==> config.mk <==
export PLATFORM = sky130hd
export DESIGN_NAME = evp_top
export DESIGN_NICKNAME = d
export VERILOG_FILES = /design/src/rtl/evp_pkg.sv /design/src/rtl/evp_map.sv /design/src/rtl/evp_chan.sv /design/src/rtl/evp_top.sv
export SDC_FILE = /design/constraint.sdc
export NUM_CORES = 2
export LEC_CHECK = 0
export ABC_AREA = 1
export BUFFER_PORTS_ARGS = -buffer_cell sky130_fd_sc_hd__buf_4
export CAP_MARGIN = 20
export CORE_MARGIN = 1.5
export CORE_UTILIZATION = 45
export DETAILED_ROUTE_END_ITERATION = 7
export PLACE_DENSITY_LB_ADDON = 0.2
export SYNTH_ARGS = -nofsm -noshare
export SYNTH_HDL_FRONTEND = slang
export SYNTH_SLANG_ARGS = --single-unit
export TNS_END_PERCENT = 100
==> constraint.sdc <==
create_clock -name clk -period 2 [get_ports clk]
set_input_delay 0.1 -clock clk [delete_from_list [all_inputs] [get_ports clk]]
set_output_delay 0.1 -clock clk [all_outputs]
set_load 0.005 [all_outputs]
==> src/rtl/evp_pkg.sv <==
// Shared definitions for the event pulse generator.
// Assumes: field codes are decoded by every channel identically.
package evp_pkg;
    typedef enum logic [1:0] {
        CH_IDLE  = 2'd0,
        CH_DELAY = 2'd1,
        CH_PULSE = 2'd2
    } ch_state_e;

    localparam logic [1:0] FLD_DELAY = 2'd0;
    localparam logic [1:0] FLD_WIDTH = 2'd1;
    localparam logic [1:0] FLD_DIV   = 2'd2;
    localparam logic [1:0] FLD_POL   = 2'd3;
endpackage

==> src/rtl/evp_map.sv <==
// Code table: one entry per event code, NUM_CH channel enables plus
// an interrupt bit. Read is combinational, write is synchronous.
// Assumes: the table is small enough to live in flops (2^CODE_W entries).
module evp_map #(
    parameter int NUM_CH = 4,
    parameter int CODE_W = 8,
    localparam int DEPTH = 1 << CODE_W,
    localparam int ENT_W = NUM_CH + 1
) (
    input  logic              clk,
    input  logic              rst_n,
    input  logic              wr_en,
    input  logic [CODE_W-1:0] wr_code,
    input  logic [ENT_W-1:0]  wr_data,
    input  logic [CODE_W-1:0] rd_code,
    output logic [ENT_W-1:0]  rd_data
);
    logic [ENT_W-1:0] tbl [DEPTH];

    // Clear the table on reset, otherwise store written entries.
    always_ff @(posedge clk) begin
        if (!rst_n) begin
            for (int i = 0; i < DEPTH; i++) tbl[i] <= '0;
        end else if (wr_en) begin
            tbl[wr_code] <= wr_data;
        end
    end

    // Look up the entry for the incoming code.
    always_comb rd_data = tbl[rd_code];
endmodule

==> src/rtl/evp_chan.sv <==
// One pulse channel: holds delay, width, divisor and polarity, and runs
// a delay-then-pulse sequence on a trigger, counting divided clocks.
// Assumes: settings are stable while the channel is busy.
module evp_chan
    import evp_pkg::*;
#(
    parameter int CNT_W = 32,
    parameter int PRE_W = 16
) (
    input  logic             clk,
    input  logic             rst_n,
    input  logic             cfg_we,
    input  logic [1:0]       cfg_field,
    input  logic [CNT_W-1:0] cfg_wdata,
    input  logic             trig,
    output logic             pulse_o
);
    logic [CNT_W-1:0] delay_r, width_r, cnt;
    logic [PRE_W-1:0] div_r, pre;
    logic             pol_r;
    ch_state_e        state;
    logic             tick;

    // A divided tick falls on the last count of the divisor.
    always_comb tick = (div_r <= PRE_W'(1)) || (pre == div_r - PRE_W'(1));

    // Setting writes and the delay/pulse sequencer.
    always_ff @(posedge clk) begin
        if (!rst_n) begin
            delay_r <= '0;
            width_r <= '0;
            div_r   <= '0;
            pol_r   <= 1'b0;
            cnt     <= '0;
            pre     <= '0;
            state   <= CH_IDLE;
        end else begin
            if (cfg_we) begin
                case (cfg_field)
                    FLD_DELAY: delay_r <= cfg_wdata;
                    FLD_WIDTH: width_r <= cfg_wdata;
                    FLD_DIV:   div_r   <= cfg_wdata[PRE_W-1:0];
                    default:   pol_r   <= cfg_wdata[0];
                endcase
            end
            case (state)
                CH_IDLE: begin
                    if (trig && width_r != '0) begin
                        pre <= '0;
                        if (delay_r == '0) begin
                            state <= CH_PULSE;
                            cnt   <= width_r;
                        end else begin
                            state <= CH_DELAY;
                            cnt   <= delay_r;
                        end
                    end
                end
                CH_DELAY: begin
                    pre <= tick ? '0 : pre + PRE_W'(1);
                    if (tick) begin
                        if (cnt == CNT_W'(1)) begin
                            if (width_r == '0) begin
                                state <= CH_IDLE;
                            end else begin
                                state <= CH_PULSE;
                                cnt   <= width_r;
                            end
                        end else begin
                            cnt <= cnt - CNT_W'(1);
                        end
                    end
                end
                CH_PULSE: begin
                    pre <= tick ? '0 : pre + PRE_W'(1);
                    if (tick) begin
                        if (cnt == CNT_W'(1)) state <= CH_IDLE;
                        else                  cnt   <= cnt - CNT_W'(1);
                    end
                end
                default: state <= CH_IDLE;
            endcase
        end
    end

    // Apply the output polarity to the active level.
    always_comb pulse_o = (state == CH_PULSE) ^ pol_r;

    a_r9_zero_width: assert property (@(posedge clk) disable iff (!rst_n)
        (state == CH_IDLE && trig && width_r == '0) |=> state == CH_IDLE);

    a_r8_busy_hold: assert property (@(posedge clk) disable iff (!rst_n)
        (state != CH_IDLE && trig && cnt > CNT_W'(1)) |=> state == $past(state));

    a_r2_pulse_entry: assert property (@(posedge clk) disable iff (!rst_n)
        (state == CH_PULSE && $past(state) == CH_IDLE) |-> $past(trig));

    a_r6_div_bound: assert property (@(posedge clk) disable iff (!rst_n)
        (state != CH_IDLE && div_r > PRE_W'(1)) |-> pre < div_r);
endmodule

==> src/rtl/evp_top.sv <==
// Event-code pulse generator top: looks up each valid frame's code in
// the code table, registers the resulting channel triggers and interrupt,
// and fans triggers out to NUM_CH pulse channels.
// Assumes: one frame per clock at most; code 0 is the idle code.
module evp_top #(
    parameter int NUM_CH  = 4,
    parameter int CNT_W   = 32,
    parameter int PRE_W   = 16,
    parameter int CODE_W  = 8,
    parameter int FRAME_W = 16,
    localparam int SEL_W  = (NUM_CH > 1) ? $clog2(NUM_CH) : 1
) (
    input  logic               clk,
    input  logic               rst_n,
    input  logic               frame_valid,
    input  logic [FRAME_W-1:0] frame_word,
    input  logic               map_we,
    input  logic [CODE_W-1:0]  map_code,
    input  logic [NUM_CH:0]    map_data,
    input  logic               ch_we,
    input  logic [SEL_W-1:0]   ch_sel,
    input  logic [1:0]         ch_field,
    input  logic [CNT_W-1:0]   ch_wdata,
    output logic [NUM_CH-1:0]  pulse_o,
    output logic               irq_o
);
    logic [CODE_W-1:0] code;
    logic [NUM_CH:0]   entry;
    logic              hit;
    logic [NUM_CH-1:0] trig_q;
    logic              irq_q;

    // Extract the event code and qualify it.
    always_comb begin
        code = frame_word[CODE_W-1:0];
        hit  = frame_valid && (code != '0);
    end

    evp_map #(.NUM_CH(NUM_CH), .CODE_W(CODE_W)) u_map (
        .clk     (clk),
        .rst_n   (rst_n),
        .wr_en   (map_we),
        .wr_code (map_code),
        .wr_data (map_data),
        .rd_code (code),
        .rd_data (entry)
    );

    // Register the decoded triggers and interrupt request.
    always_ff @(posedge clk) begin
        if (!rst_n) begin
            trig_q <= '0;
            irq_q  <= 1'b0;
        end else begin
            trig_q <= hit ? entry[NUM_CH-1:0] : '0;
            irq_q  <= hit && entry[NUM_CH];
        end
    end

    always_comb irq_o = irq_q;

    for (genvar i = 0; i < NUM_CH; i++) begin : g_ch
        evp_chan #(.CNT_W(CNT_W), .PRE_W(PRE_W)) u_chan (
            .clk       (clk),
            .rst_n     (rst_n),
            .cfg_we    (ch_we && (ch_sel == SEL_W'(i))),
            .cfg_field (ch_field),
            .cfg_wdata (ch_wdata),
            .trig      (trig_q[i]),
            .pulse_o   (pulse_o[i])
        );
    end

    a_r7_null_code: assert property (@(posedge clk) disable iff (!rst_n)
        (frame_valid && code == '0) |=> (trig_q == '0 && !irq_o));

    a_r10_invalid_quiet: assert property (@(posedge clk) disable iff (!rst_n)
        !frame_valid |=> (trig_q == '0 && !irq_o));

    a_r4_irq_source: assert property (@(posedge clk) disable iff (!rst_n)
        irq_o |-> $past(frame_valid));
endmodule

* After elaboration in Yosys (flattened, before gate mapping)
Memory sizes are Yosys's and may differ from the RTL's.
Index checks and enable logic that the tools add are counted.
** Word-level totals
- Output and inout bits :: 5
- Bits of input ports :: 70
- Bits in registers :: 529
- Memories kept :: 1
- Bits in read-only memories :: 0
- Logic and storage cells :: 260
- RAM bits :: 1280
- Bits in latches :: 0
** Cells by class
- Multiplexer cells :: 83
- Reduce and logical (&&, ||, !) cells :: 76
- Bitwise operators :: 5
- $mul :: 0
- $add $sub $neg :: 12
- Equality and inequality tests :: 49
- Magnitude comparators :: 4
- Divide/modulo/power cells :: 0
- Shifts and indexed selects :: 0
** Memory list
- u_map.tbl :: depth 256, width 5, rd ports 1, clocked after Yosys merged registers in 0, write ports 256, line evp_map.sv:18 : logic [ENT_W-1:0] tbl [DEPTH];
** Operator list (number)
- $mux W32 :: 28
- $pmux W32 S3 :: 4
- $logic_not A32 Y1 :: 8
- $eq A32 B1 Y1 const B :: 4
- $mux W16 :: 8
- $pmux W16 S2 :: 4
- $reduce_bool A32 Y1 :: 4
- $sub A32 B1 Y32 const B :: 4
- $add A16 B1 Y16 const B :: 4
- $eq A16 B16 Y1 :: 4
- $le A16 B1 Y1 const B :: 4
- $sub A16 B1 Y16 const B :: 4
- $mux W2 :: 28
- $reduce_and A2 Y1 :: 21
- $ne A2 B1 Y1 const B :: 20
- $pmux W2 S3 :: 4
- $reduce_and A6 Y1 :: 4
- $reduce_and A5 Y1 :: 4
- $eq A2 B2 Y1 const B :: 7
- $eq A2 B1 Y1 const B :: 6
- $logic_not A2 Y1 :: 6
- $ne A3 B3 Y1 const B :: 4
- $reduce_bool A3 Y1 :: 4
- $logic_and A1 B1 Y1 :: 10
- other kinds (12) :: 31

* Logic depth before layout (Yosys ltp)
- Depth after elaboration :: 5
- Depth in mapped cells :: 19
- Depth with buffers taken out :: 18

* By module
From an unflattened synthesis, not the netlist that was laid out.
** Unflattened totals
- Cell total of the unflattened synthesis :: 11434
- Area total of the unflattened synthesis :: 91515.3 um^2
** By module, submodules not included
- evp_map :: cells an instance 6240, seq. area each 38436.9 um^2, area each 59106.7 um^2, times used 1
- evp_chan at g_ch[0].u_chan ... :: cells an instance 1327, seq. area each 2622.5 um^2, area each 8156.6 um^2, times used 2
- evp_chan at g_ch[2].u_chan ... :: cells an instance 1255, seq. area each 2622.5 um^2, area each 7943.9 um^2, times used 2
- evp_top :: cells an instance 30, seq. area each 100.1 um^2, area each 207.7 um^2, times used 1

* Worst setup path after synthesis
OpenSTA, ideal clock, no wires.
- Path type :: register -> register
- Start :: reg g_ch[2].u_chan.div_r[0]
- End :: reg g_ch[2].u_chan.pre[8]
- Stages on the path, launching flop included :: 19
- Setup slack :: -61 ps
- Buffers on the path :: 1
- Data required time :: 1886 ps
- Period minus slack after synthesis :: 2061 ps
- Setup time :: 114 ps
- Arrival :: 1947 ps
- Path through :: dfxtp_1 inv_1 ha_1 nand2_1 inv_1 nor2_1 nand2_1 nor2_1 nand2_1 nor2_1 nand2_1 nor2_1 nand3_2 and2_1 nand2_1 nand2_1 nand2_2 buf_4 nor2_1
** Between the ends
- Word-level cells in the longest chain between the ends :: 5
- Elaborated cells between the ends (all ways) :: 6
- Those cells by class :: add/sub (1); order compare (1); eq/ne (1); mux (2); reduce/logical (1)
** RTL lines
- start, declared :: line evp_chan.sv:19 : logic [PRE_W-1:0] div_r, pre;
- start signal, assigned :: line evp_chan.sv:42 : FLD_DIV: div_r <= cfg_wdata[PRE_W-1:0];
- $sub A16 B1 Y16 :: line evp_chan.sv:25 : always_comb tick = (div_r <= PRE_W'(1)) || (pre == div_r - PRE_W'(1));
- $eq A16 B16 Y1 :: line evp_chan.sv:25
- $logic_or A1 B1 Y1 (*) :: line evp_chan.sv:25
- $mux W16 (*) :: line evp_chan.sv:60, evp_chan.sv:75
- $pmux W16 S2 (*) :: line evp_chan.sv:46 : case (state)
- end signal, assigned :: line evp_chan.sv:60 : pre <= tick ? '0 : pre + PRE_W'(1);
- end signal, assigned :: line evp_chan.sv:75 : pre <= tick ? '0 : pre + PRE_W'(1);
- end, declared :: line evp_chan.sv:19
Every way passes the cells marked *; elsewhere a longest branch is shown, timed or not.
A chain may end at the register's enable or synchronous reset.

* Final worst setup path
- Start :: reg g_ch[1].u_chan.div_r[1]
- End :: reg g_ch[1].u_chan.cnt[27]
** Between the ends
- Word-level cells in the longest chain between the ends :: 5
- Elaborated cells between the ends (all ways) :: 7
- Those cells by class :: add/sub (1); order compare (1); eq/ne (3); reduce/logical (2)
** RTL lines
- start, declared :: line evp_chan.sv:19
- start signal, assigned :: line evp_chan.sv:42
- $sub A16 B1 Y16 :: line evp_chan.sv:25
- $eq A16 B16 Y1 :: line evp_chan.sv:25
- $logic_or A1 B1 Y1 (*) :: line evp_chan.sv:25
- $ne A2 B1 Y1 (no line)
- $reduce_and A6 Y1 (no line) (*)
- end signal, assigned :: line evp_chan.sv:52 : cnt <= width_r;
- end signal, assigned :: line evp_chan.sv:55 : cnt <= delay_r;
- end signal, assigned :: line evp_chan.sv:67 : cnt <= width_r;
- end, declared :: line evp_chan.sv:18 : logic [CNT_W-1:0] delay_r, width_r, cnt;
Marked as above.

==> metrics.txt <==
status finished with violations; failing checks negative setup slack; DP Area 102000 um^2; CP bufs+invs 4; Total Routing Usage GR 29.0%; Synth area leader edfxtp_1; Post-Syn Area 89400 um^2; switch share 32.7%; Worst-Margin Slew 791 ps; layout cells sized above 1 19.2%; GP Congestion 0.959; largest net degree at the start of global routing 164; Reg power frac 37.8%; CP delay by family, top simple AND/OR/NAND/NOR gates; drt first pass iters 7; Min Hold Slack 142 ps; crit-path cells inv_4, ha_4, nand2_4, buf_4, nor2_4, nand2_1, xor2_1, nand2_1, nor2_2, nand2_2, nand3_4, buf_12, nand2_8, buf_16, nand2_2, nand2_1, nor2_1; total wire length 302 mm; top cells by area, synth edfxtp_1 (43%), nor2_1 (13%), dfxtp_1 (12%); library cells used by synthesis 52; Post-Synthesis Cells 10900; Congestion Overflow GR 0; Clk Latency, worst-skew pair 870 ps; routed len/inst 20.5 um; Synth top area share 43.0%; CTS Sinks 1809; sequential cell area 49100 um^2; Fillers 17600; worst vdd ir 0.922 mV; kind of critical path reg -> reg; most used flip-flop cell after synthesis edfxtp_1; Net Sw Power 37.3 mW; CTS tree done; Syn Nets 11000; DP Wirelength 201 mm; MaxCap Viol Count 0; commonest non-fill, non-tap cells in the layout nor2_1 (2920), nand2_1 (1610), edfxtp_1 (1280), buf_4 (1220), o21ai_0 (1104); fin util 57.1%; Port Buf Inserts 66; CP startpoint kind flip-flop; Critical Path RT 2780 ps; Yosys reg bits 1809; CP endpoint kind flip-flop; Post-synth EDFFs 1280; Placeable Area 197000 um^2; Tot Pwr 114 mW; RSZ-0062 raised after global routing yes; H-tree depth 4; most common cell after layout, fill and taps aside nor2_1; setup violators final 196; die height 449 um; Clk pin slew, worst setup/hold paths 70 ps; Via density 5.50; Period minus WS final 2270 ps; Crit Path Max Fanout 5; Comb power frac 29.7%; period utilization 114%; crit path DAT 3050 ps; slowest stage cell, crit path dfxtp_2; global-route wire length before repair 455 mm; Multi-input gate area 37300 um^2; final hold vios 0; leakage 45.3 nW; Starting Density 45.3%; Via Count 80900; DRT iter0 DRCs 7786; Max Slew Vio Count 0; pre-CTS WS -366 ps; initial antenna violation count 6; # IOs 75; Rel. slew slack 47.3%; Syn-to-layout area delta 26.0%; clock buffer depth 3; CTS Buf Count 197; clock network power share 32.5%; DRC Markers 0; most frequent CP cell nand2_1; Layout Skew 35.1 ps; Worst path max stage delay 340 ps; fin area 113000 um^2; Post-synth ARST share 0%; vias in the first global route 78900; syn avg cell area 8.21 um^2; DIE AREA 201000 um^2; Row Count 163; sequential area share after synthesis 54.9%; Setup WS post-layout -270 ps; Post-layout nets 12000; worst hold path class in -> reg; FMAX 440 MHz; Int Power 76.9 mW; pwr dens 1010 nW/um^2; Ys Warns 0; chip width 449 um; clock root buffer clkbuf_16; post-route ant nets 0
-- repair_timing --
item	in CTS	in global routing
gates cloned	29	9
hold endpoints to repair	1157	8
pin swaps	112	128
setup buffers	44	29
endpoints found under the setup margin	204	236
resized for setup	378	393
hold buffers	59	1
-- path summary, 6_finish.rpt --
kind	start	endpoint	slack [ps]	cells after the start
min	map_code[0]	u_map.tbl[2][2]	140	8
min reg2reg	g_ch[3].u_chan.delay_r[25]	g_ch[3].u_chan.delay_r[25]	470	2
max	g_ch[1].u_chan.div_r[1]	g_ch[1].u_chan.cnt[27]	-270	17
max reg2reg	g_ch[1].u_chan.div_r[1]	g_ch[1].u_chan.cnt[27]	-270	17
-- power by group through the flow --
stage / Clock (mW) / Sequential (mW) / Combinational, mW
global route: 38.9 / 43.4 / 36.5
detailed placement: 0 / 43.9 / 27.4
CTS: 37.5 / 43.2 / 31.1
global placement: 0 / 43.8 / 27.3
finish: 37.1 / 43.2 / 33.9
floorplan: 0 / 43.8 / 15.7
-- kinds of logic (layout without fill, tap and decap cells) --
logic type	Yosys count	after routing	synth area share, %
buffers and inverters	1315	2500	6.05
adder cells (fa/ha/maj)	32	32	0.448
XOR/XNOR	179	179	1.75
AND/OR/NAND/NOR	5619	5622	25.2
other	0	5	0
flip-flops	1809	1809	54.9
AO/OA/AOI/OAI	1933	1933	11.7
-- area by class of cell --
cell class / instances / area share, %
Inverter: 633 / 2.22
Timing Repair inverter: 7 / 0.0966
Multi-Input combinational cell: 7766 / 33.1
Tap cell: 2640 / 2.93
Clock inverter: 115 / 1.06
Sequential cell: 1809 / 43.6
Clock buffer: 251 / 4.77
Antenna cell: 5 / 0.0111
Timing Repair Buffer: 1494 / 12.2
-- worst register-to-register path: stages, from the launching register on --
cell and delay [ps]:
dfxtp_2 340, inv_4 90, ha_4 160, nand2_4 70, buf_4 150, nor2_4 90, nand2_1 70, xor2_1 120
nand2_1 80, nor2_2 160, nand2_2 110, nand3_4 170, buf_12 130, nand2_8 80, buf_16 160, nand2_2 40
nand2_1 40, nor2_1 120
-- metal layers --
metal / up-vias / track usage [%] / routed length, um
li1: 38300 / - / -
met1: 38800 / 36.6 / 120000
met2: 3175 / 49.1 / 145000
met3: 700 / 4.02 / 21700
met4: 2 / 13.9 / 15600
met5: - / 0 / 13
-- through the flow --
stage | cells | TNS (ps)
after floorplan | 10900 | 0
after global placement | 14200 | -41530
after detailed placement | 14200 | -45990
after CTS | 14700 | -32540
after global routing | 14700 | -62090
final | 14700 | -32520
-- synth_stat cells (29+ instances only) --
cell type	instances
edfxtp_1	1280
buf_2	113
nand3_1	546
a22oi_1	29
xnor2_1	42
inv_1	607
nor2_1	3114
o21ai_1	32
o22ai_1	83
o21ai_0	1120
buf_4	59
nand4_1	81
ha_1	32
xor2_1	137
nor3_1	50
clkbuf_1	476
nand2_1	1714
o211ai_1	189
a21oi_1	422
dfxtp_1	529
-- sequential cells by signal, indices dropped and copies added (netlist names), 8 cells and up --
signal / flops
u_map.tbl: 1280
g_ch.u_chan.delay_r: 128
g_ch.u_chan.width_r: 128
g_ch.u_chan.state: 8
g_ch.u_chan.div_r: 64
g_ch.u_chan.pre: 64
g_ch.u_chan.cnt: 128
Note: power is estimated with default switching activity, not from simulation.
